==> config.mk <==
export PLATFORM = sky130hd
export DESIGN_NAME = bp_jam_gen
export DESIGN_NICKNAME = d
export VERILOG_FILES = /design/src/rtl/bp_jam_pkg.sv /design/src/rtl/bp_bit_timer.sv /design/src/rtl/bp_jam_fsm.sv /design/src/rtl/bp_jam_pattern.sv /design/src/rtl/bp_jam_gen.sv
export SDC_FILE = /design/constraint.sdc
export NUM_CORES = 1
export LEC_CHECK = 0
export ABC_AREA = 1
export BUFFER_PORTS_ARGS = -buffer_cell sky130_fd_sc_hd__buf_2
export CAP_MARGIN = 10
export CORE_MARGIN = 2
export CORE_UTILIZATION = 51
export CTS_CLUSTER_DIAMETER = 60
export DETAILED_ROUTE_END_ITERATION = 16
export MAX_ROUTING_LAYER = met4
export PLACE_DENSITY = 0.71
export SLEW_MARGIN = 20
export SYNTH_ARGS = -nofsm -noshare
export SYNTH_HDL_FRONTEND = slang
export SYNTH_HIERARCHICAL = 1
export SYNTH_SLANG_ARGS = --single-unit
==> constraint.sdc <==
create_clock -name clk_i -period 5.25 [get_ports clk_i]
set_clock_uncertainty 0.15 [all_clocks]
set_input_delay 0.2625 -clock clk_i [delete_from_list [all_inputs] [get_ports clk_i]]
set_output_delay 0.2625 -clock clk_i [all_outputs]
set_load 0.01 [all_outputs]
==> src/rtl/bp_jam_pkg.sv <==
package bp_jam_pkg;
  typedef enum logic [1:0] {
    ST_IDLE = 2'd0,
    ST_JAM  = 2'd1,
    ST_HOLD = 2'd2,
    ST_GAP  = 2'd3
  } bp_state_e;
endpackage

==> src/rtl/bp_bit_timer.sv <==
module bp_bit_timer #(
  parameter int W = 7
) (
  input  logic         clk_i,
  input  logic         rst_ni,
  input  logic         load_i,
  input  logic [W-1:0] load_val_i,
  input  logic         tick_i,
  output logic         last_o
);
  logic [W-1:0] cnt_q;

  always_ff @(posedge clk_i or negedge rst_ni) begin
    if (!rst_ni)                    cnt_q <= '0;
    else if (load_i)                cnt_q <= load_val_i;
    else if (tick_i && cnt_q != '0) cnt_q <= cnt_q - 1'b1;
  end

  assign last_o = (cnt_q == '0);
endmodule

==> src/rtl/bp_jam_fsm.sv <==
module bp_jam_fsm
  import bp_jam_pkg::*;
#(
  parameter int BURST_BITS = 128,
  parameter int COLL_BITS  = 32,
  parameter int GAP_SHORT  = 64,
  parameter int GAP_LONG   = 96
) (
  input  logic clk_i,
  input  logic rst_ni,
  input  logic bit_en_i,
  input  logic half_duplex_i,
  input  logic congested_i,
  input  logic crs_i,
  input  logic rx_frame_i,
  input  logic mode_coll_i,
  input  logic gap_long_i,
  output logic jam_active_o,
  output logic jam_start_o
);
  localparam int MAX_AB = (BURST_BITS > COLL_BITS) ? BURST_BITS : COLL_BITS;
  localparam int MAX_GP = (GAP_SHORT > GAP_LONG) ? GAP_SHORT : GAP_LONG;
  localparam int MAX_ALL = (MAX_AB > MAX_GP) ? MAX_AB : MAX_GP;
  localparam int CW = $clog2(MAX_ALL);

  bp_state_e   state_q, state_d;
  logic        coll_q, coll_d;
  logic        load;
  logic [CW-1:0] load_val, gap_val;
  logic        last, phase_end, carrier_go, coll_go;

  assign carrier_go = half_duplex_i && congested_i && !mode_coll_i;
  assign coll_go    = half_duplex_i && congested_i && mode_coll_i && crs_i && rx_frame_i;
  assign gap_val    = gap_long_i ? CW'(GAP_LONG - 1) : CW'(GAP_SHORT - 1);
  assign phase_end  = bit_en_i && last;

  always_comb begin
    state_d  = state_q;
    coll_d   = coll_q;
    load     = 1'b0;
    load_val = '0;
    unique case (state_q)
      ST_IDLE: begin
        if (carrier_go) begin
          state_d = ST_JAM; load = 1'b1; load_val = CW'(BURST_BITS - 1); coll_d = 1'b0;
        end else if (coll_go) begin
          state_d = ST_JAM; load = 1'b1; load_val = CW'(COLL_BITS - 1); coll_d = 1'b1;
        end
      end
      ST_JAM: begin
        if (coll_q && !crs_i) begin
          state_d = ST_GAP; load = 1'b1; load_val = gap_val;
        end else if (phase_end) begin
          if (coll_q) state_d = ST_HOLD;
          else begin
            state_d = ST_GAP; load = 1'b1; load_val = gap_val;
          end
        end
      end
      ST_HOLD: begin
        if (!crs_i) begin
          state_d = ST_GAP; load = 1'b1; load_val = gap_val;
        end
      end
      ST_GAP: begin
        if (phase_end) begin
          if (carrier_go) begin
            state_d = ST_JAM; load = 1'b1; load_val = CW'(BURST_BITS - 1); coll_d = 1'b0;
          end else begin
            state_d = ST_IDLE;
          end
        end
      end
      default: state_d = ST_IDLE;
    endcase
    if (!half_duplex_i) begin
      state_d = ST_IDLE;
      load    = 1'b0;
    end
  end

  always_ff @(posedge clk_i or negedge rst_ni) begin
    if (!rst_ni) begin
      state_q <= ST_IDLE;
      coll_q  <= 1'b0;
    end else begin
      state_q <= state_d;
      coll_q  <= coll_d;
    end
  end

  bp_bit_timer #(.W(CW)) u_timer (
    .clk_i     (clk_i),
    .rst_ni    (rst_ni),
    .load_i    (load),
    .load_val_i(load_val),
    .tick_i    (bit_en_i),
    .last_o    (last)
  );

  assign jam_active_o = (state_q == ST_JAM);
  assign jam_start_o  = load && (state_d == ST_JAM);
endmodule

==> src/rtl/bp_jam_pattern.sv <==
module bp_jam_pattern (
  input  logic clk_i,
  input  logic rst_ni,
  input  logic start_i,
  input  logic active_i,
  input  logic bit_en_i,
  output logic bit_o
);
  logic ph_q;

  always_ff @(posedge clk_i or negedge rst_ni) begin
    if (!rst_ni)                   ph_q <= 1'b1;
    else if (start_i)              ph_q <= 1'b1;
    else if (active_i && bit_en_i) ph_q <= ~ph_q;
  end

  assign bit_o = active_i && ph_q;
endmodule

==> src/rtl/bp_jam_gen.sv <==
module bp_jam_gen #(
  parameter int BURST_BITS = 128,
  parameter int COLL_BITS  = 32,
  parameter int GAP_SHORT  = 64,
  parameter int GAP_LONG   = 96
) (
  input  logic clk_i,
  input  logic rst_ni,
  input  logic bit_en_i,
  input  logic half_duplex_i,
  input  logic congested_i,
  input  logic crs_i,
  input  logic rx_frame_i,
  input  logic mode_coll_i,
  input  logic gap_long_i,
  output logic tx_en_o,
  output logic jam_bit_o
);
  logic jam_active, jam_start, pat_bit;

  bp_jam_fsm #(
    .BURST_BITS(BURST_BITS),
    .COLL_BITS (COLL_BITS),
    .GAP_SHORT (GAP_SHORT),
    .GAP_LONG  (GAP_LONG)
  ) u_fsm (
    .clk_i        (clk_i),
    .rst_ni       (rst_ni),
    .bit_en_i     (bit_en_i),
    .half_duplex_i(half_duplex_i),
    .congested_i  (congested_i),
    .crs_i        (crs_i),
    .rx_frame_i   (rx_frame_i),
    .mode_coll_i  (mode_coll_i),
    .gap_long_i   (gap_long_i),
    .jam_active_o (jam_active),
    .jam_start_o  (jam_start)
  );

  bp_jam_pattern u_pat (
    .clk_i   (clk_i),
    .rst_ni  (rst_ni),
    .start_i (jam_start),
    .active_i(jam_active),
    .bit_en_i(bit_en_i),
    .bit_o   (pat_bit)
  );

  // full duplex masks the jam at once
  assign tx_en_o   = jam_active && half_duplex_i;
  assign jam_bit_o = pat_bit && half_duplex_i;
endmodule

After elaboration in Yosys (flattened, before gate mapping) --
Index checks and enable logic that the tools add are counted.
Word-level totals: latch bits 0, ROM bits 0, input port bits 9, register bits 11, memories 0, logic and storage cells 74, output and inout port bits 2, memory bits (writable) 0
Cells by class: bitwise gates (word level) 1, reduce and logical (&&, ||, !) cells 22, $lt $le $gt $ge 0, muxes and demuxes 39, equality and inequality tests 7, divide/modulo/power cells 0, add/sub/neg operators 1, shifts and indexed selects 0, multipliers 0
Operators by type and width (count):
- $mux 7 | 10
- $pmux 7 s4 | 1
- $mux 1 | 17
- $mux 2 | 7
- $logic_and 1x1->1 | 13
- $pmux 2 s4 | 1
- $logic_not 7->1 | 1
- $reduce_bool 7->1 | 1
- $sub 7x1->7 const B | 1
- $reduce_bool 2->1 | 3
- $mux 5 | 1
- $eq 2x1->1 const B | 2
- $eq 2x2->1 const B | 2
- $ne 2x1->1 const B | 2
- $pmux 1 s4 | 1
- $reduce_and 4->1 | 1
- $ne 3x1->1 const B | 1
- $logic_not 1->1 | 2
- $logic_not 2->1 | 1
- $pmux 1 s2 | 1
- $not 1->1 | 1

Longest topological paths before layout --
depth in word-level cells 11, mapped depth 15, mapped depth without buffers 15

By module --
Netlist, hierarchy kept.
Modules (own cells, without submodules):
- bp_bit_timer | cells each 75, instances 1, area an instance 485.5 µm², sequential area each 175.2 µm²
- bp_jam_fsm | cells each 60, instances 1, area an instance 339.1 µm², sequential area each 75.1 µm²
- bp_jam_pattern | cells each 9, instances 1, area an instance 58.8 µm², sequential area each 26.3 µm²
- bp_jam_gen | cells each 4, instances 1, area an instance 15.0 µm², sequential area each 0.0 µm²

Worst setup path before layout --
Ideal clock, no wire load.
path type register to register, start register u_fsm.u_timer.cnt_q[0], end register u_fsm.u_timer.cnt_q[2], library setup time 0.121 ns, required time 4.979 ns, clock period less this slack 2.261 ns, setup slack 2.989 ns, buffers on the path 1, arrival time 1.990 ns, cell stages (with the launch flop) 15, path through dfrtp_1 inv_1 ha_1 nand2_1 nor2_1 nand2_1 nor2_4 nand2_2 nand3_2 nor2_1 nor2_1 clkbuf_1 o21ai_0 nand2_1 o21ai_1
Between the ends: word-level cells in the longest chain between the ends 7, elaborated cells on any way between the ends 17, classes of those cells add/sub (1); mux (11); reduce/logical (5)
RTL lines:
- from (decl) | line bp_bit_timer.sv:11 | logic [W-1:0] cnt_q;
- from (signal assigned) | line bp_bit_timer.sv:15 | else if (load_i) cnt_q <= load_val_i;
- from (signal assigned) | line bp_bit_timer.sv:16 | else if (tick_i && cnt_q != '0) cnt_q <= cnt_q - 1'b1;
- $logic_not 7->1 * | line bp_bit_timer.sv:19 | assign last_o = (cnt_q == '0);
- net u_fsm.last | line bp_jam_fsm.sv:30 | logic last, phase_end, carrier_go, coll_go;
- $logic_and 1x1->1 * | line bp_jam_fsm.sv:35 | assign phase_end = bit_en_i && last;
- $mux 1 | line bp_jam_fsm.sv:53 | end else if (phase_end) begin
- $mux 1 | line bp_jam_fsm.sv:51 | if (coll_q && !crs_i) begin
- $pmux 1 s4 * | line bp_jam_fsm.sv:42 | unique case (state_q)
- $mux 1 * | line bp_jam_fsm.sv:76 | if (!half_duplex_i) begin
- net u_fsm.load | line bp_jam_fsm.sv:28 | logic load;
- $mux 7 / $reduce_bool 2->1 (equally long branches)
Mark *: on every way through the listed nets, which the timed path passes. The rest lies on a longest branch. The select of a mux whose other input is x is not followed. A chain may end at the register's enable or synchronous reset.

Worst setup path after layout --
start register u_fsm.u_timer.cnt_q[0], end register u_fsm.u_timer.cnt_q[4]
The elaborated chain is that of the path after synthesis.

==> flow_summary.toml <==
[critical_path]
path_delay_family = "simple AND/OR/NAND/NOR gates"
crit-reg2reg-launch = "u_fsm/u_timer/cnt_q[0]"
r2r-end = "u_fsm/u_timer/cnt_q[4]"
end_kind = "register"
crit_chain = "inv_1 > ha_1 > nand2_1 > nor2_1 > nand2_1 > nor2_4 > nand2_2 > nand3_2 > nor2_1 > nor2_1 > inv_1 > nand3_1 > nand2_1 > nand2_1 > o21ai_1"
worst_setup_path_start_kind = "register"
arrival_ps = 2900
worstSetupPathType = "register to register"
crit_slowest_cell = "nor2_1"
required_ps = 5260
r2r_cells = 15
critical-path-max-stage-delay_ps = 450
cp_max_fo = 11
r2r_slack_ps = 2360
worst-path-buf-inv = 2
path_common_cell = "nand2_1"

[synthesis]
synthAdderAreaFrac_pct = 1.39
synth_cell_types = 22
synth_simple_gate_area_share_pct = 50.1
synth-xor-area-share_pct = 0
synth_top_family_by_area = "simple AND/OR/NAND/NOR gates"
synthesis.area_um2 = 898
synth_warnings = 6
synth_compound_area_share_pct = 6.82
syn_inst = 148
syn_nets = 158
synthMuxAreaShare_pct = 0
ys_seq_area_share_pct = 30.8
avgSynthCellArea_um2 = 6.07
synth-seq-cells = 11

[power]
max-vdd-ir-drop_v = 0.000220
leakage_uw = 0.000584
cellPowerDensity_nw_per_um2 = 393

[cells_and_area]
antennaDiodeCount = 0
n_fill_cell = 168
final_net_count = 173
fin_area_um2 = 1000
fin_util_pct = 59.3
final_common_cell = "nand2_1"
final_cell_mix = "nand2_1, inv_1, nand3_1"
drive_gt1_share_pct = 16.7
area_growth_pct = 11.6

[route]
antenna_left = 0
drtPass1Iterations = 4
routedWlPerCell_um = 10.6
routed_wl_mm = 1.90
drtIter0Drc = 44
viasPerCell = 5.35
vias = 957
drc = 0

[floorplan]
io_pins = 11
core_um2 = 1690
num_rows = 15
die_height_um = 46.0
start_util_pct = 53.2
die-area_um2 = 2110
die_w_um = 46.0

[sta]
setup_viol = 0
finalHoldViolations = 0
tns_ps = 0
period_share_pct = 55.1
rsz0062_at_grt = "false"
slew_headroom_pct = 61.4
final_max_slew_viol_count = 0
period_minus_slack_ps = 2890
max_freq_mhz = 346
worst_pin_slew_ps = 577

[placement]
placed_area_um2 = 966
hpwl_mm = 1.51
io_buffers = 10
place_congestion = 0.965

[clock_network]
clk_latency_ps = 270
clk_pin_slew_ps = 80
clock_path_buffers = 2
cts_tree = "done"
cts.sinks = 11
cts_root_buffer = "clkbuf_4"
h-tree-depth = 1
numCtsBuffers = 3
postCtsSetupRepairBufs = 0

[global_routing]
grt_pass1_vias = 740
grt_pass1_wl_mm = 3.16
grt_max_degree = 12
overflow = 0
antenna_found_initial = 0
grt_util_all_layers_pct = 21.5

[run_status]
outcome = "finished, final reports clean"

[hold_path]
holdPathStages = 3
hold_path_end = "u_pat/ph_q"
hp-start = "bit_en_i"
min_path_type = "input pin to register"

[job]
drv_cap = 0
registers in the layout, summed over array words and instances, names as in the netlist:
signal               cells
u_pat/ph_q               1
u_fsm/u_timer/cnt_q      7
u_fsm/state_q            2
u_fsm/coll_q             1
cells by family after synthesis:
logic type / count (synthesis)
adders and majority gates: 1
DFF: 11
and+or+nand+nor: 99
AOI/OAI and AO/OA: 11
buffers and inverters: 26
routing by layer:
| layer | part of all wire [%] | global-route usage [%] | up-vias |
|---|---|---|---|
| li1 | - | - | 491 |
| met1 | 47 | 30.3 | 421 |
| met2 | 43 | 29.7 | 41 |
| met3 | 8.4 | 5.95 | 4 |
| met4 | 1.1 | 6.29 | 0 |
| met5 | 0 | - | - |
metrics by stage:
step                      setup slack, ps  total power, µW  std cells  hold slack [ps]
final                                2360              394        179              133
after global routing                 1980              434        179              147
after CTS                            2400              392        179              129
after detailed placement             2420              330        174            -4.14
after global placement               2510              331        174            -4.93
after floorplan                      2990              290        148             -183
how the worst max path moves through the flow:
stage | endpoint | start | slack (ps) | depth (start not counted)
after floorplan | u_fsm/u_timer/cnt_q[2] | u_fsm/u_timer/cnt_q[0] | 2990 | 14
after global placement | u_fsm/u_timer/cnt_q[4] | u_fsm/u_timer/cnt_q[0] | 2510 | 15
after detailed placement | u_fsm/u_timer/cnt_q[4] | u_fsm/u_timer/cnt_q[0] | 2420 | 15
after CTS | u_fsm/u_timer/cnt_q[4] | u_fsm/u_timer/cnt_q[0] | 2400 | 15
after global routing | u_fsm/u_timer/cnt_q[4] | u_fsm/u_timer/cnt_q[0] | 1980 | 15
final | u_fsm/u_timer/cnt_q[4] | u_fsm/u_timer/cnt_q[0] | 2360 | 15
layout make-up:
class	count	area, µm²	share of cell area [%]
timing repair buffer	11	60.1	5.99
sequential	11	277	27.6
multi-input combinational	111	524	52.3
tap	17	21.3	2.12
clock buffer	4	26.3	2.62
inverter	25	93.8	9.36
repair_timing:
action,4_1_cts,5_1_grt
hold buffers,1,0
endpoints found under the hold margin,11,0
resized for setup,0,0
worst register-to-register path, delay by kind of cell, from the launching register on:
family	cells	cell delay, ps
DFF	1	380
AOI/OAI and AO/OA	1	50
buffers and inverters	2	440
adders and majority gates	1	250
and+or+nand+nor	11	1490
cell usage after synthesis:
library cell | n | area [µm²]
clkbuf_1 | 1 | 3.75
nand2_2 | 3 | 18.8
inv_1 | 24 | 90.1
inv_2 | 1 | 3.75
dfrtp_1 | 10 | 250
ha_1 | 1 | 12.5
nand4_1 | 5 | 31.3
a21oi_1 | 1 | 5.00
nand3_1 | 16 | 80.1
nor2_4 | 1 | 11.3
o21ai_0 | 5 | 25.0
nor2_2 | 5 | 31.3
nand2_4 | 1 | 11.3
dfstp_2 | 1 | 26.3
nand2_1 | 51 | 191
o21ai_2 | 1 | 8.76
nand3_2 | 1 | 10.0
nand3b_1 | 1 | 7.51
o21bai_1 | 1 | 7.51
nor3_1 | 1 | 5.00
o21ai_1 | 3 | 15.0
nor2_1 | 14 | 52.6
where the power goes:
part           total, µW  internal [µW]  leakage [µW]  switching, µW
Combinational        192           69.2      0.000430            122
Clock               59.9           29.4     0.0000150           30.5
Sequential           142            114      0.000140           28.4
Total                394            212      0.000584            181
Power figures use the tool's default switching activity.
